File: config.mk
export PLATFORM = sky130hd
export DESIGN_NAME = chip_ctrl_hub
export DESIGN_NICKNAME = d
export VERILOG_FILES = /design/src/rtl/chip_ctrl_pkg.sv /design/src/rtl/svc_flag_gen.sv /design/src/rtl/ctl_word_regs.sv /design/src/rtl/rst_stretch.sv /design/src/rtl/chip_ctrl_hub.sv
export SDC_FILE = /design/constraint.sdc
export NUM_CORES = 1
export LEC_CHECK = 0
export BUFFER_PORTS_ARGS = -buffer_cell sky130_fd_sc_hd__buf_2
export CAP_MARGIN = 5
export CORE_AREA = 2 2 85 87
export DETAILED_ROUTE_END_ITERATION = 7
export DIE_AREA = 0 0 87 89
export GPL_TIMING_DRIVEN = 0
export PLACE_DENSITY = 0.75
export SLEW_MARGIN = 10
export SYNTH_ARGS = -nofsm -noshare
export SYNTH_HDL_FRONTEND = slang
export SYNTH_SLANG_ARGS = --single-unit
File: constraint.sdc
create_clock -name clk -period 2.4 [get_ports clk]
set_input_delay 0.12 -clock clk [delete_from_list [all_inputs] [get_ports clk]]
set_output_delay 0.12 -clock clk [all_outputs]
set_load 0.05 [all_outputs]
File: src/rtl/chip_ctrl_pkg.sv
// Shared constants for the chip control hub: bus width, register
// addresses, control-word field positions and default sizes.
package chip_ctrl_pkg;
    localparam int DATA_W   = 16;
    localparam int ADDR_W   = 16;
    localparam int NUM_MOD  = 5;
    localparam int EVT_W    = 16;
    localparam int HOLD_CYC = 75;

    localparam logic [ADDR_W-1:0] CTL_ADDR = 16'h0000;
    localparam logic [ADDR_W-1:0] STS_ADDR = 16'h0002;

    localparam int SRES_BIT  = 15;
    localparam int CMODE_BIT = 14;
    localparam int TXSEL_HI  = 13;
    localparam int TXSEL_LO  = 12;
endpackage

File: src/rtl/svc_flag_gen.sv
// svc_flag_gen: forms one service flag per module as the OR of that
// module's event bits masked by its own enable bits.
// Assumes module m occupies slice [m*EVT_W +: EVT_W] of both vectors.
module svc_flag_gen #(
    parameter int NUM_MOD = 5,
    parameter int EVT_W   = 16
) (
    input  logic                     clk,
    input  logic                     rst_n,
    input  logic [NUM_MOD*EVT_W-1:0] evt_flags,
    input  logic [NUM_MOD*EVT_W-1:0] evt_enables,
    output logic [NUM_MOD-1:0]       svc
);
    // One reduction per module slice.
    for (genvar m = 0; m < NUM_MOD; m++) begin : g_mod
        assign svc[m] = |(evt_flags[m*EVT_W +: EVT_W] & evt_enables[m*EVT_W +: EVT_W]);
    end


    svc_quiet_chk: assert property (@(posedge clk) disable iff (!rst_n)
        (evt_flags == '0) |-> (svc == '0));
endmodule

File: src/rtl/ctl_word_regs.sv
// ctl_word_regs: holds the control word, decodes the register bus and
// returns registered read data for the control and status words.
// Assumes single-cycle strobes; unmapped reads return 0.
module ctl_word_regs
    import chip_ctrl_pkg::*;
#(
    parameter int NUM_MOD = 5
) (
    input  logic               clk,
    input  logic               rst_n,
    input  logic [ADDR_W-1:0]  bus_addr,
    input  logic               bus_wr,
    input  logic               bus_rd,
    input  logic [DATA_W-1:0]  bus_wdata,
    input  logic [NUM_MOD-1:0] svc,
    output logic [DATA_W-1:0]  bus_rdata,
    output logic [NUM_MOD-1:0] mod_ie,
    output logic               sres,
    output logic               cmode,
    output logic [1:0]         txsel
);
    logic [DATA_W-1:0] ctl_q;
    logic [DATA_W-1:0] sts_word;
    logic [DATA_W-1:0] rd_mux;
    logic              hit_ctl;
    logic              hit_sts;

    assign hit_ctl = (bus_addr == CTL_ADDR);
    assign hit_sts = (bus_addr == STS_ADDR);

    // Control word storage; only the control address is writable.
    always_ff @(posedge clk) begin
        if (!rst_n)
            ctl_q <= '0;
        else if (bus_wr && hit_ctl)
            ctl_q <= bus_wdata;
    end

    // Status word: service flags in the low bits, zeros above.
    always_comb begin
        sts_word = '0;
        sts_word[NUM_MOD-1:0] = svc;
    end

    // Read source selection by address.
    always_comb begin
        if (hit_ctl)
            rd_mux = ctl_q;
        else if (hit_sts)
            rd_mux = sts_word;
        else
            rd_mux = '0;
    end

    // Registered read data, cleared on cycles without a read.
    always_ff @(posedge clk) begin
        if (!rst_n)
            bus_rdata <= '0;
        else if (bus_rd)
            bus_rdata <= rd_mux;
        else
            bus_rdata <= '0;
    end

    assign mod_ie = ctl_q[NUM_MOD-1:0];
    assign sres   = ctl_q[SRES_BIT];
    assign cmode  = ctl_q[CMODE_BIT];
    assign txsel  = ctl_q[TXSEL_HI:TXSEL_LO];


    ctl_reset_chk: assert property (@(posedge clk)
        !rst_n |=> (ctl_q == '0));

    sts_wr_ignored_chk: assert property (@(posedge clk) disable iff (!rst_n)
        (bus_wr && hit_sts) |=> $stable(ctl_q));

    unmapped_rd_zero_chk: assert property (@(posedge clk) disable iff (!rst_n)
        (bus_rd && !hit_ctl && !hit_sts) |=> (bus_rdata == '0));

    idle_rdata_chk: assert property (@(posedge clk) disable iff (!rst_n)
        !bus_rd |=> (bus_rdata == '0));
endmodule

File: src/rtl/rst_stretch.sv
// rst_stretch: turns the software reset bit into a module reset that is
// held low for HOLD_CYC cycles after the bit rises and releases one edge
// later. Assumes the bit is synchronous to clk.
module rst_stretch #(
    parameter int HOLD_CYC = 75
) (
    input  logic clk,
    input  logic rst_n,
    input  logic sres,
    output logic mod_rst_n
);
    localparam int CNT_W = $clog2(HOLD_CYC + 1);
    localparam logic [CNT_W-1:0] HOLD_V = CNT_W'(HOLD_CYC);

    logic [CNT_W-1:0] hold_cnt;

    // Count cycles with the reset bit released, then release the output.
    always_ff @(posedge clk) begin
        if (!rst_n || !sres) begin
            hold_cnt  <= '0;
            mod_rst_n <= 1'b0;
        end else if (hold_cnt != HOLD_V) begin
            hold_cnt  <= hold_cnt + 1'b1;
            mod_rst_n <= 1'b0;
        end else begin
            mod_rst_n <= 1'b1;
        end
    end

    // Checker: independent run length of the reset bit, saturating.
    logic [CNT_W:0] run_len;
    always_ff @(posedge clk) begin
        if (!rst_n || !sres)
            run_len <= '0;
        else if (run_len <= (CNT_W+1)'(HOLD_CYC))
            run_len <= run_len + 1'b1;
    end


    rst_min_hold_chk: assert property (@(posedge clk) disable iff (!rst_n)
        $rose(mod_rst_n) |-> (run_len > (CNT_W+1)'(HOLD_CYC)));

    rst_drop_chk: assert property (@(posedge clk) disable iff (!rst_n)
        !sres |=> !mod_rst_n);
endmodule

File: src/rtl/chip_ctrl_hub.sv
// chip_ctrl_hub: top of the control and interrupt aggregator. Combines
// per-module service flags with the control-word enables into one level
// interrupt, stretches the software reset, and exports clock selects.
// Assumes all inputs are synchronous to clk.
module chip_ctrl_hub
    import chip_ctrl_pkg::*;
#(
    parameter int NUM_MOD  = chip_ctrl_pkg::NUM_MOD,
    parameter int EVT_W    = chip_ctrl_pkg::EVT_W,
    parameter int HOLD_CYC = chip_ctrl_pkg::HOLD_CYC
) (
    input  logic                     clk,
    input  logic                     rst_n,
    input  logic [15:0]              bus_addr,
    input  logic                     bus_wr,
    input  logic                     bus_rd,
    input  logic [15:0]              bus_wdata,
    output logic [15:0]              bus_rdata,
    input  logic [NUM_MOD*EVT_W-1:0] evt_flags,
    input  logic [NUM_MOD*EVT_W-1:0] evt_enables,
    output logic                     irq,
    output logic                     mod_rst_n,
    output logic [1:0]               txclk_sel,
    output logic                     ext_clk_on
);
    logic [NUM_MOD-1:0] svc;
    logic [NUM_MOD-1:0] mod_ie;
    logic               sres;

    svc_flag_gen #(.NUM_MOD(NUM_MOD), .EVT_W(EVT_W)) u_svc (
        .clk(clk), .rst_n(rst_n),
        .evt_flags(evt_flags), .evt_enables(evt_enables), .svc(svc)
    );

    ctl_word_regs #(.NUM_MOD(NUM_MOD)) u_regs (
        .clk(clk), .rst_n(rst_n),
        .bus_addr(bus_addr), .bus_wr(bus_wr), .bus_rd(bus_rd),
        .bus_wdata(bus_wdata), .svc(svc), .bus_rdata(bus_rdata),
        .mod_ie(mod_ie), .sres(sres), .cmode(ext_clk_on), .txsel(txclk_sel)
    );

    rst_stretch #(.HOLD_CYC(HOLD_CYC)) u_rst (
        .clk(clk), .rst_n(rst_n), .sres(sres), .mod_rst_n(mod_rst_n)
    );

    // Second-level gating and merge onto the interrupt line.
    assign irq = |(svc & mod_ie);


    irq_needs_src_chk: assert property (@(posedge clk) disable iff (!rst_n)
        (svc == '0) |-> !irq);

    irq_needs_ie_chk: assert property (@(posedge clk) disable iff (!rst_n)
        irq |-> (mod_ie != '0));
endmodule

==> results.cfg, run 1 <==
[outcome]
outcome = finished, final reports clean

[worst_hold_path]
min_to = u_regs.ctl_q[6]
hold_path_class = in2reg
worstHoldPathCells = 3
worstHoldStart = bus_wdata[6]

[worst_setup_path]
endpoint_kind = primary output
crit_path_max_fanout = 2
critPathBufInv = 2
cp.arrival_ns = 1.64
startpoint_type = input pin
reg2reg_depth = 4
crit_type = in2out
reg2reg_from = u_rst.hold_cnt[2]
r2r_setup_slack_ns = 1.13
cpLargestDelayFamily = compound AO/OA/AOI/OAI gates
cp_slowest_cell = a221oi_1
worstReg2RegEnd = u_rst.hold_cnt[2]
crit_chain = buf_2, a22o_1, a221oi_1, nand4_1, a22oi_1, nand4_1, buf_2
critPathMaxStageDelay_ns = 0.37
cp_data_required_time_ns = 2.28

[final_layout]
fin_area_sq_um = 3192
fin_cells = 492
final_cell_mix = 214 x buf_2, 40 x dfxtp_1, 20 x a22o_1, 20 x a221oi_1, 19 x mux2i_1
utilization_pct = 47.50
drive_gt1_share_pct = 56.40
layout_commonest_cell = buf_2
area_growth_syn_to_layout_pct = 69.39
layout.nets = 602
nFillCells = 667

[clock_tree]
cts_buffer_depth = 2
cts_tree = yes
numCtsBuffers = 5
cts_resized = 0
cts-root-buf = clkbuf_8
clk_latency_ns = 0.29
cts.sinks = 40
ctsHoldBuffers = 0
clk_pin_slew_ns = 0.08
htreeDepth = 2
postCtsSetupBuffers = 0

[yosys]
synth_seq_cells = 40
yosysWarnings = 0
syn-num-nets = 381
synth_area_sq_um = 1884
ys_seq_area_share_pct = 42.50
syn_inst = 184
yosysUniqueCellTypes = 27
syn_avg_cell_area_sq_um = 10.24

[sta]
hold_viol_final = 0
fin_setup_tns_ns = 0
period_share_pct = 73.52
worst_pin_slew_ns = 0.4312
rsz0062_at_grt = false
whs_ns = 0.08748
maxSlewViolCount = 0
skew_ns = 0.004659
setup_violations = 0
relSlewSlack_pct = 71.26
period_needed_ns = 1.764
setup_slack_ns = 0.6356
max_clock_freq_ghz = 0.5668

[pwr]
p_sw_mw = 0.3100
switching_share_pct = 21.15
power.share.clock_pct = 39.2
p_leak_nw = 1.594
combPwrFrac_pct = 15.6
power_mw = 1.465
p_int_mw = 1.155
max-vdd-ir-drop_mv = 0.2027
power.density_nw_per_um2 = 459.1
p_seq_share_pct = 45.2

[grt]
grt_max_degree = 14
antenna_found_initial = 1
grt_overflow = 0
track_usage_pct = 19.74
first_global_vias = 2351
grt_pass1_wl_microns = 11400

[floorplanning]
rows = 30
die_h_microns = 89
core_region_area_sq_um = 6719
die_area_sq_um = 7743
initial_core_util_pct = 28.04
die_w_microns = 87
ios = 217

[placement]
numPlacedInstances = 478
place_ws_ns = 0.6067
place_congestion = 0.8364
io_buffers = 214
hpwl_microns = 6550
dpl_cell_area_sq_um = 3055

[detailed_routing]
avgRoutedWirePerCell_microns = 15.37
drc = 0
via_count = 2362
ant_nets = 0
vias_per_cell = 4.801
routed_wl_microns = 7562
dr.pass1.iters = 4
drtIter0Drc = 121

[job]
maxCapViolCount = 0
-- cell families (layout without fill, tap and decap cells) --
logic type / Yosys count / in the layout / synth area share (%)
simple gates: 66 / 66 / 20.19
compound gates: 44 / 44 / 20.19
flops: 40 / 40 / 42.50
mux: 19 / 19 / 10.09
buf+inv: 8 / 230 / 3.585
xor+xnor: 6 / 6 / 2.789
fa+ha+maj: 1 / 1 / 0.6639
other cells: 0 / 6 / 0
-- registers in the layout (all words and copies together) (netlist names) --
register          flops
u_regs.bus_rdata     16
u_rst.hold_cnt        7
u_regs.ctl_q         16
u_rst.mod_rst_n       1
-- worst reg2reg max path: stages (launching register included) --
cell and delay [ns]:
dfxtp_1 0.36, nor4b_1 0.31, nand3_1 0.22, nand3_1 0.20
nor2_1 0.07
-- Yosys cell counts --
library cell   n  area share, %
a221oi_1      20            9.3
buf_6          1           0.60
and4b_1        1           0.53
and4_1         3            1.4
xor2_1         4            1.9
clkbuf_1       1           0.20
buf_12         1            1.1
nand2b_1       3            1.0
xnor2_1        2           0.93
dfxtp_1       40             42
nand4_1        4            1.3
a22o_1        20            9.3
mux2i_1       19             10
nor4b_1        1           0.46
nor2_1        14            2.8
a22oi_1        1           0.40
buf_4          3            1.2
nor4_1         3            1.0
and2_1        11            3.7
nand3_1        6            1.6
a211oi_1       3            1.2
and3_1         2           0.66
nand2_1        1           0.20
nor3_1         1           0.27
ha_1           1           0.66
clkbuf_2       2           0.53
nor2b_1       16            5.3
-- layout make-up --
cell class | instances | area (sq um) | share of cell area, %
antenna | 6 | 15.01 | 0.4704
buffer | 8 | 67.56 | 2.117
clock buffer | 6 | 82.58 | 2.587
clock inverter | 2 | 38.79 | 1.215
multi-input combinational | 136 | 1016 | 31.83
sequential | 40 | 800.8 | 25.09
tap | 80 | 100.1 | 3.136
timing repair buffer | 214 | 1071 | 33.56
-- routing by layer --
layer	part of all wire (%)	wire length [microns]	vias to the layer above	track usage, %
li1	-	-	1158	-
met2	43	3221	153	31.99
met4	1.4	109	2	5.114
met1	44	3311	1039	26.05
met5	0.17	13	-	0
met3	12	906	10	5.355
-- worst max-delay path by stage --
stage | startpoint | cells past startpoint | to | slack, ns
global placement | evt_flags[16] | 7 | irq | 0.68
global route | evt_flags[16] | 7 | irq | 0.60
finish | evt_flags[16] | 7 | irq | 0.64
CTS | evt_flags[16] | 7 | irq | 0.68
floorplan | evt_flags[52] | 5 | irq | 0.93
detailed placement | bus_addr[14] | 7 | u_regs.bus_rdata[12] | 0.61
-- power by group through the flow --
stage	registers, mW	clock network, mW	logic, mW
finish	0.663	0.574	0.229
global route	0.663	0.624	0.253
CTS	0.663	0.592	0.229
detailed placement	0.679	0	0.228
global placement	0.679	0	0.223
floorplan	0.679	0	0.0595
(Power assumes the default switching activity.)
==> inputs of run 2 (changes only) <==
--- a/config.mk
+++ b/config.mk
@@ -11,7 +11,7 @@
 export DETAILED_ROUTE_END_ITERATION = 7
 export DIE_AREA = 0 0 87 89
 export GPL_TIMING_DRIVEN = 0
-export PLACE_DENSITY = 0.75
+export PLACE_DENSITY = 0.78
 export SLEW_MARGIN = 10
 export SYNTH_ARGS = -nofsm -noshare
 export SYNTH_HDL_FRONTEND = slang
==> constraint.sdc (replaced) <==
create_clock -name clk -period 1.4 [get_ports clk]
set_input_delay 0.07 -clock clk [delete_from_list [all_inputs] [get_ports clk]]
set_output_delay 0.07 -clock clk [all_outputs]
set_load 0.05 [all_outputs]
==> run 2 against run 1 <==
Against the previous run: combinational power rose by 91%; count of clock-buffer cells in the layout down 1; the flow now finishes with violations (negative setup slack); highest routed layer is now met4; worst setup slack worse by 0.68 ns; sequential power rose by 72%; cell count stayed put; global-route usage rose by 1.0 points.
==> results.cfg, run 2 (synthesis gave the netlist of run 1 again) <==
[clock_tree]
htreeDepth = 2
clk_latency_ns = 0.29
ctsHoldBuffers = 0
cts_tree = yes
clk_pin_slew_ns = 0.07
cts.sinks = 40
numCtsBuffers = 5
cts_buffer_depth = 2
cts-root-buf = clkbuf_8

[floorplanning]
rows = 30
initial_core_util_pct = 28.04
die_area_sq_um = 7743
core_region_area_sq_um = 6719
die_w_microns = 87
ios = 217
die_h_microns = 89

[worst_setup_path]
crit_type = in2out
reg2reg_from = u_rst.hold_cnt[0]
r2r_setup_slack_ns = 0.16
startpoint_type = input pin
crit_chain = buf_2, a22o_1, a221oi_2, nand4_1, a22oi_2, nand4_1, buf_6
critical_path.startpoint = evt_enables[17]
critPathMaxStageDelay_ns = 0.23
crit_cells = 7
crit_path_max_fanout = 2
critPathBufInv = 2
endpoint_kind = primary output
cp_data_required_time_ns = 1.33
endpoint = irq
cpLargestDelayFamily = compound AO/OA/AOI/OAI gates
cp_slowest_cell = nand4_1
cp.arrival_ns = 1.37
worstReg2RegEnd = u_rst.hold_cnt[0]
reg2reg_depth = 4
crit_path_frequent_cell = nand4_1

[outcome]
violations = negative setup slack
outcome = finished with violations

[detailed_routing]
avgRoutedWirePerCell_microns = 16.78
dr.pass1.iters = 4
via_count = 2429
ant_nets = 0
drc = 0
vias_per_cell = 4.937
routed_wl_microns = 8255
drtIter0Drc = 90

[final_layout]
layout_commonest_cell = buf_2
num_antenna_cells = 0
utilization_pct = 48.99
largestRegisters = u_regs.bus_rdata (16), u_regs.ctl_q (16), u_rst.hold_cnt (7)
area_growth_syn_to_layout_pct = 74.70
fin_cells = 492
drive_gt1_share_pct = 59.22
nFillCells = 655
final_cell_mix = 210 x buf_2, 40 x dfxtp_1, 19 x a22o_1, 19 x mux2i_1
layout.nets = 609

[placement]
hpwl_microns = 7035
place_congestion = 0.9013
io_buffers = 214
numPlacedInstances = 478

[pwr]
p_leak_nw = 1.628
power.density_nw_per_um2 = 694.9
power_mw = 2.287
max-vdd-ir-drop_mv = 0.2983

[worst_hold_path]
hold_path_class = in2reg

[sta]
maxSlewViolCount = 0
relSlewSlack_pct = 73.45
worst_pin_slew_ns = 0.3983
hold_viol_final = 0
fin_setup_tns_ns = -0.04381
period_needed_ns = 1.444
whs_ns = 0.04507
period_share_pct = 103.1
setup_violations = 1
max_clock_freq_ghz = 0.6926
skew_ns = 0.005469
setup_slack_ns = -0.04381
rsz0062_at_grt = true

[grt]
first_global_vias = 2477
track_usage_pct = 20.78
antenna_found_initial = 0
grt_overflow = 0
grt_pass1_wl_microns = 11850
grt_max_degree = 13

[job]
maxCapViolCount = 0
-- run 2: cell types whose count changed in the layout (fill, tap and decap cells not counted), sizes merged --
cell / previous run / this run
clkbuf: 9 / 8
buf: 219 / 226
bufinv: 1 / 0
diode: 6 / 0
clkinvlp: 0 / 1
-- run 2: area by class of cell --
cell class                      instances  area [sq um]  area share (%)
Buffer                                  8         67.56           2.052
Sequential cell                        40         800.8           24.33
Clock buffer                            5         68.82           2.090
Timing Repair Buffer                  221          1161           35.27
Multi-Input combinational cell        136          1081           32.84
Tap cell                               80         100.1           3.041
Clock inverter                          2         12.51          0.3801
-- run 2: what timing repair did --
item	CTS	global route
gates resized for setup	7	8
pin swaps	6	11
setup endpoints to repair	21	23
buffers inserted	5	4
-- run 2: worst min path at each step --
stage	startpoint	slack, ns	cells past startpoint	to
after floorplan	bus_wdata[10]	0.24	2	u_regs.ctl_q[10]
after global placement	bus_wdata[15]	0.33	3	u_regs.ctl_q[15]
after detailed placement	bus_wdata[13]	0.34	3	u_regs.ctl_q[13]
after CTS	bus_wdata[13]	0.04	3	u_regs.ctl_q[13]
after global routing	bus_wdata[8]	0.04	3	u_regs.ctl_q[8]
final	bus_wdata[13]	0.05	3	u_regs.ctl_q[13]
-- run 2: worst reg2reg max path: cells and delay by family, from the launching register on --
kind,cells,cell delay [ns]
flip-flops,1,0.40
AND/OR/NAND/NOR,2,0.27
adder cells (fa/ha/maj),1,0.26
XOR/XNOR,1,0.20
-- run 2: through the flow --
step | instance area [sq um] | worst slack, ns
final | 3292 | -0.04381
after global routing | 3292 | -0.1590
after CTS | 3203 | 0.0001076
after detailed placement | 3055 | -0.4069
after global placement | 3055 | -0.4423
after floorplan | 1884 | 0.03224
-- run 2: per-layer routing --
| metal | global-route usage (%) | part of all wire [%] | wire length, microns |
|---|---|---|---|
| met5 | 0 | 0 | 0 |
| met2 | 33.24 | 43 | 3546 |
| met3 | 6.648 | 12 | 1010 |
| met4 | 7.244 | 2.4 | 197 |
| met1 | 26.43 | 42 | 3500 |
-- run 2: power by group --
part	total, mW	internal [mW]	switching (mW)
logic	0.438	0.277	0.162
registers	1.14	1.14	0.00000274
clock network	0.713	0.337	0.376
==> inputs of run 3 (changes only) <==
--- a/config.mk
+++ b/config.mk
@@ -11,7 +11,8 @@
 export DETAILED_ROUTE_END_ITERATION = 7
 export DIE_AREA = 0 0 87 89
 export GPL_TIMING_DRIVEN = 0
-export PLACE_DENSITY = 0.78
+export PLACE_DENSITY = 0.75
+export REMOVE_ABC_BUFFERS = 1
 export SLEW_MARGIN = 10
 export SYNTH_ARGS = -nofsm -noshare
 export SYNTH_HDL_FRONTEND = slang
==> constraint.sdc (replaced) <==
create_clock -name clk -period 1.5 [get_ports clk]
set_input_delay 0.075 -clock clk [delete_from_list [all_inputs] [get_ports clk]]
set_output_delay 0.075 -clock clk [all_outputs]
set_load 0.05 [all_outputs]
==> run 3 against run 2 <==
Against the previous run: the flow now finishes without violations; hold slack improved by 0.00059 ns; cell count decreased by 2.0%; worst setup slack improved by 0.10 ns; via count decreased by 3.5%; clock power increased by 3.5%; first-iteration DRC count decreased by 30%; largest power group unchanged.
==> results.cfg, run 3 (synthesis gave the netlist of run 1 again) <==
[detailed_routing]
vias_per_cell = 4.863
dr.pass1.iters = 4
drc = 0
avgRoutedWirePerCell_microns = 16.72
ant_nets = 0
drtIter0Drc = 63
routed_wl_microns = 8058
via_count = 2344

[placement]
place_congestion = 0.9697
io_buffers = 216
numPlacedInstances = 472
hpwl_microns = 6966

[clock_tree]
htreeDepth = 2
clk_latency_ns = 0.29
cts_buffer_depth = 2
cts_tree = yes
cts.sinks = 40
cts-root-buf = clkbuf_8
clk_pin_slew_ns = 0.07
numCtsBuffers = 5
ctsHoldBuffers = 0

[grt]
grt_util_met1_pct = 27.71
top_usage_layer = met2
grt_use_met2_pct = 31.58
grt_pass1_wl_microns = 11750
first_global_vias = 2328
grt_max_degree = 20
antenna_found_initial = 3
track_usage_pct = 20.56
grt_util_met3_pct = 7.387
grt_overflow = 0

[pwr]
max-vdd-ir-drop_mv = 0.2297
p_leak_nw = 1.551
power.density_nw_per_um2 = 693.7
power_mw = 2.176

[sta]
worst_pin_slew_ns = 0.4533
period_share_pct = 96.17
hold_viol_final = 0
period_needed_ns = 1.443
max_clock_freq_ghz = 0.6932
relSlewSlack_pct = 69.69
maxSlewViolCount = 0
skew_ns = 0.002660
setup_violations = 0
rsz0062_at_grt = true

[worst_setup_path]
reg2reg_from = u_rst.hold_cnt[2]
reg2reg_depth = 4
r2r_setup_slack_ns = 0.22
cp_data_required_time_ns = 1.42
crit_type = in2out
startpoint_type = input pin
endpoint_kind = primary output
cp.arrival_ns = 1.37
crit_path_max_fanout = 2
worstReg2RegEnd = u_rst.hold_cnt[5]

[final_layout]
largestRegisters = u_regs.bus_rdata (16), u_regs.ctl_q (16), u_rst.hold_cnt (7)
fin_cells = 482
drive_gt1_share_pct = 57.11
layout.nets = 597
final_cell_mix = 215 x buf_2, 40 x dfxtp_1, 20 x a22o_1
area_growth_syn_to_layout_pct = 66.47
layout_commonest_cell = buf_2

[floorplanning]
die_w_microns = 87
rows = 30
initial_core_util_pct = 28.04
ios = 217
die_area_sq_um = 7743
core_region_area_sq_um = 6719
die_h_microns = 89

[worst_hold_path]
hold_path_class = in2reg
worstHoldPathCells = 3
min_to = u_regs.ctl_q[12]
worstHoldStart = bus_wdata[12]

[outcome]
outcome = finished, final reports clean

[job]
maxCapViolCount = 0
## run 3: through the flow
stage	utilization (%)	setup TNS [ns]	area [sq um]	hold WS (ns)	setup WS, ns
after floorplan	-	-1.342	1817	0.1696	-0.08404
after global placement	44.62	-14.04	2998	0.3351	-0.6020
after detailed placement	44.62	-14.52	2998	0.3404	-0.6401
after CTS	46.44	0	3120	0.03516	0.007505
after global routing	46.65	-0.05865	3134	0.04235	-0.05865
final	46.69	0	3137	0.04567	0.05748
## run 3: cell type report
type / instances / area, sq um
Sequential cell: 40 / 800.8
Antenna cell: 1 / 2.502
Tap cell: 80 / 100.1
Fill cell: 668 / 3582
Clock inverter: 1 / 7.507
Timing Repair Buffer: 217 / 1095
Clock buffer: 7 / 86.33
Multi-Input combinational cell: 136 / 1045
## run 3: what timing repair did
action | 4_1_cts | 5_1_grt
gates resized for setup | 6 | 3
buffers inserted | 1 | 0
pin swaps | 3 | 1
endpoints found under the setup margin | 28 | 28
## run 3: worst max path at each step
stage	startpoint	end	slack, ns	cells after the start
5_1_grt	evt_flags[49]	irq	-0.06	7
2_1_floorplan	bus_addr[14]	u_regs.ctl_q[12]	-0.08	5
3_3_place_gp	bus_addr[9]	u_regs.ctl_q[8]	-0.60	6
4_1_cts	evt_flags[49]	irq	0.008	7
6_report	evt_flags[49]	irq	0.06	7
3_5_place_dp	bus_addr[14]	u_regs.ctl_q[4]	-0.64	6
## run 3: routing by layer
| metal | wire, microns | vias to the layer above |
|---|---|---|
| li1 | - | 1140 |
| met1 | 3721 | 1038 |
| met2 | 3364 | 151 |
| met3 | 880 | 11 |
| met4 | 61 | 4 |
| met5 | 30 | - |
## run 3: worst max-delay path, cell delays in order
cell	delay, ns
buf_2	0.10
a22o_1	0.22
a221oi_1	0.24
nand4_1	0.21
a22oi_2	0.21
nand4_1	0.13
buf_6	0.18
## run 3: report_power, final
part           switching [mW]  internal (mW)
clock network           0.364          0.374
registers          0.00000253           1.06
logic                   0.132          0.246
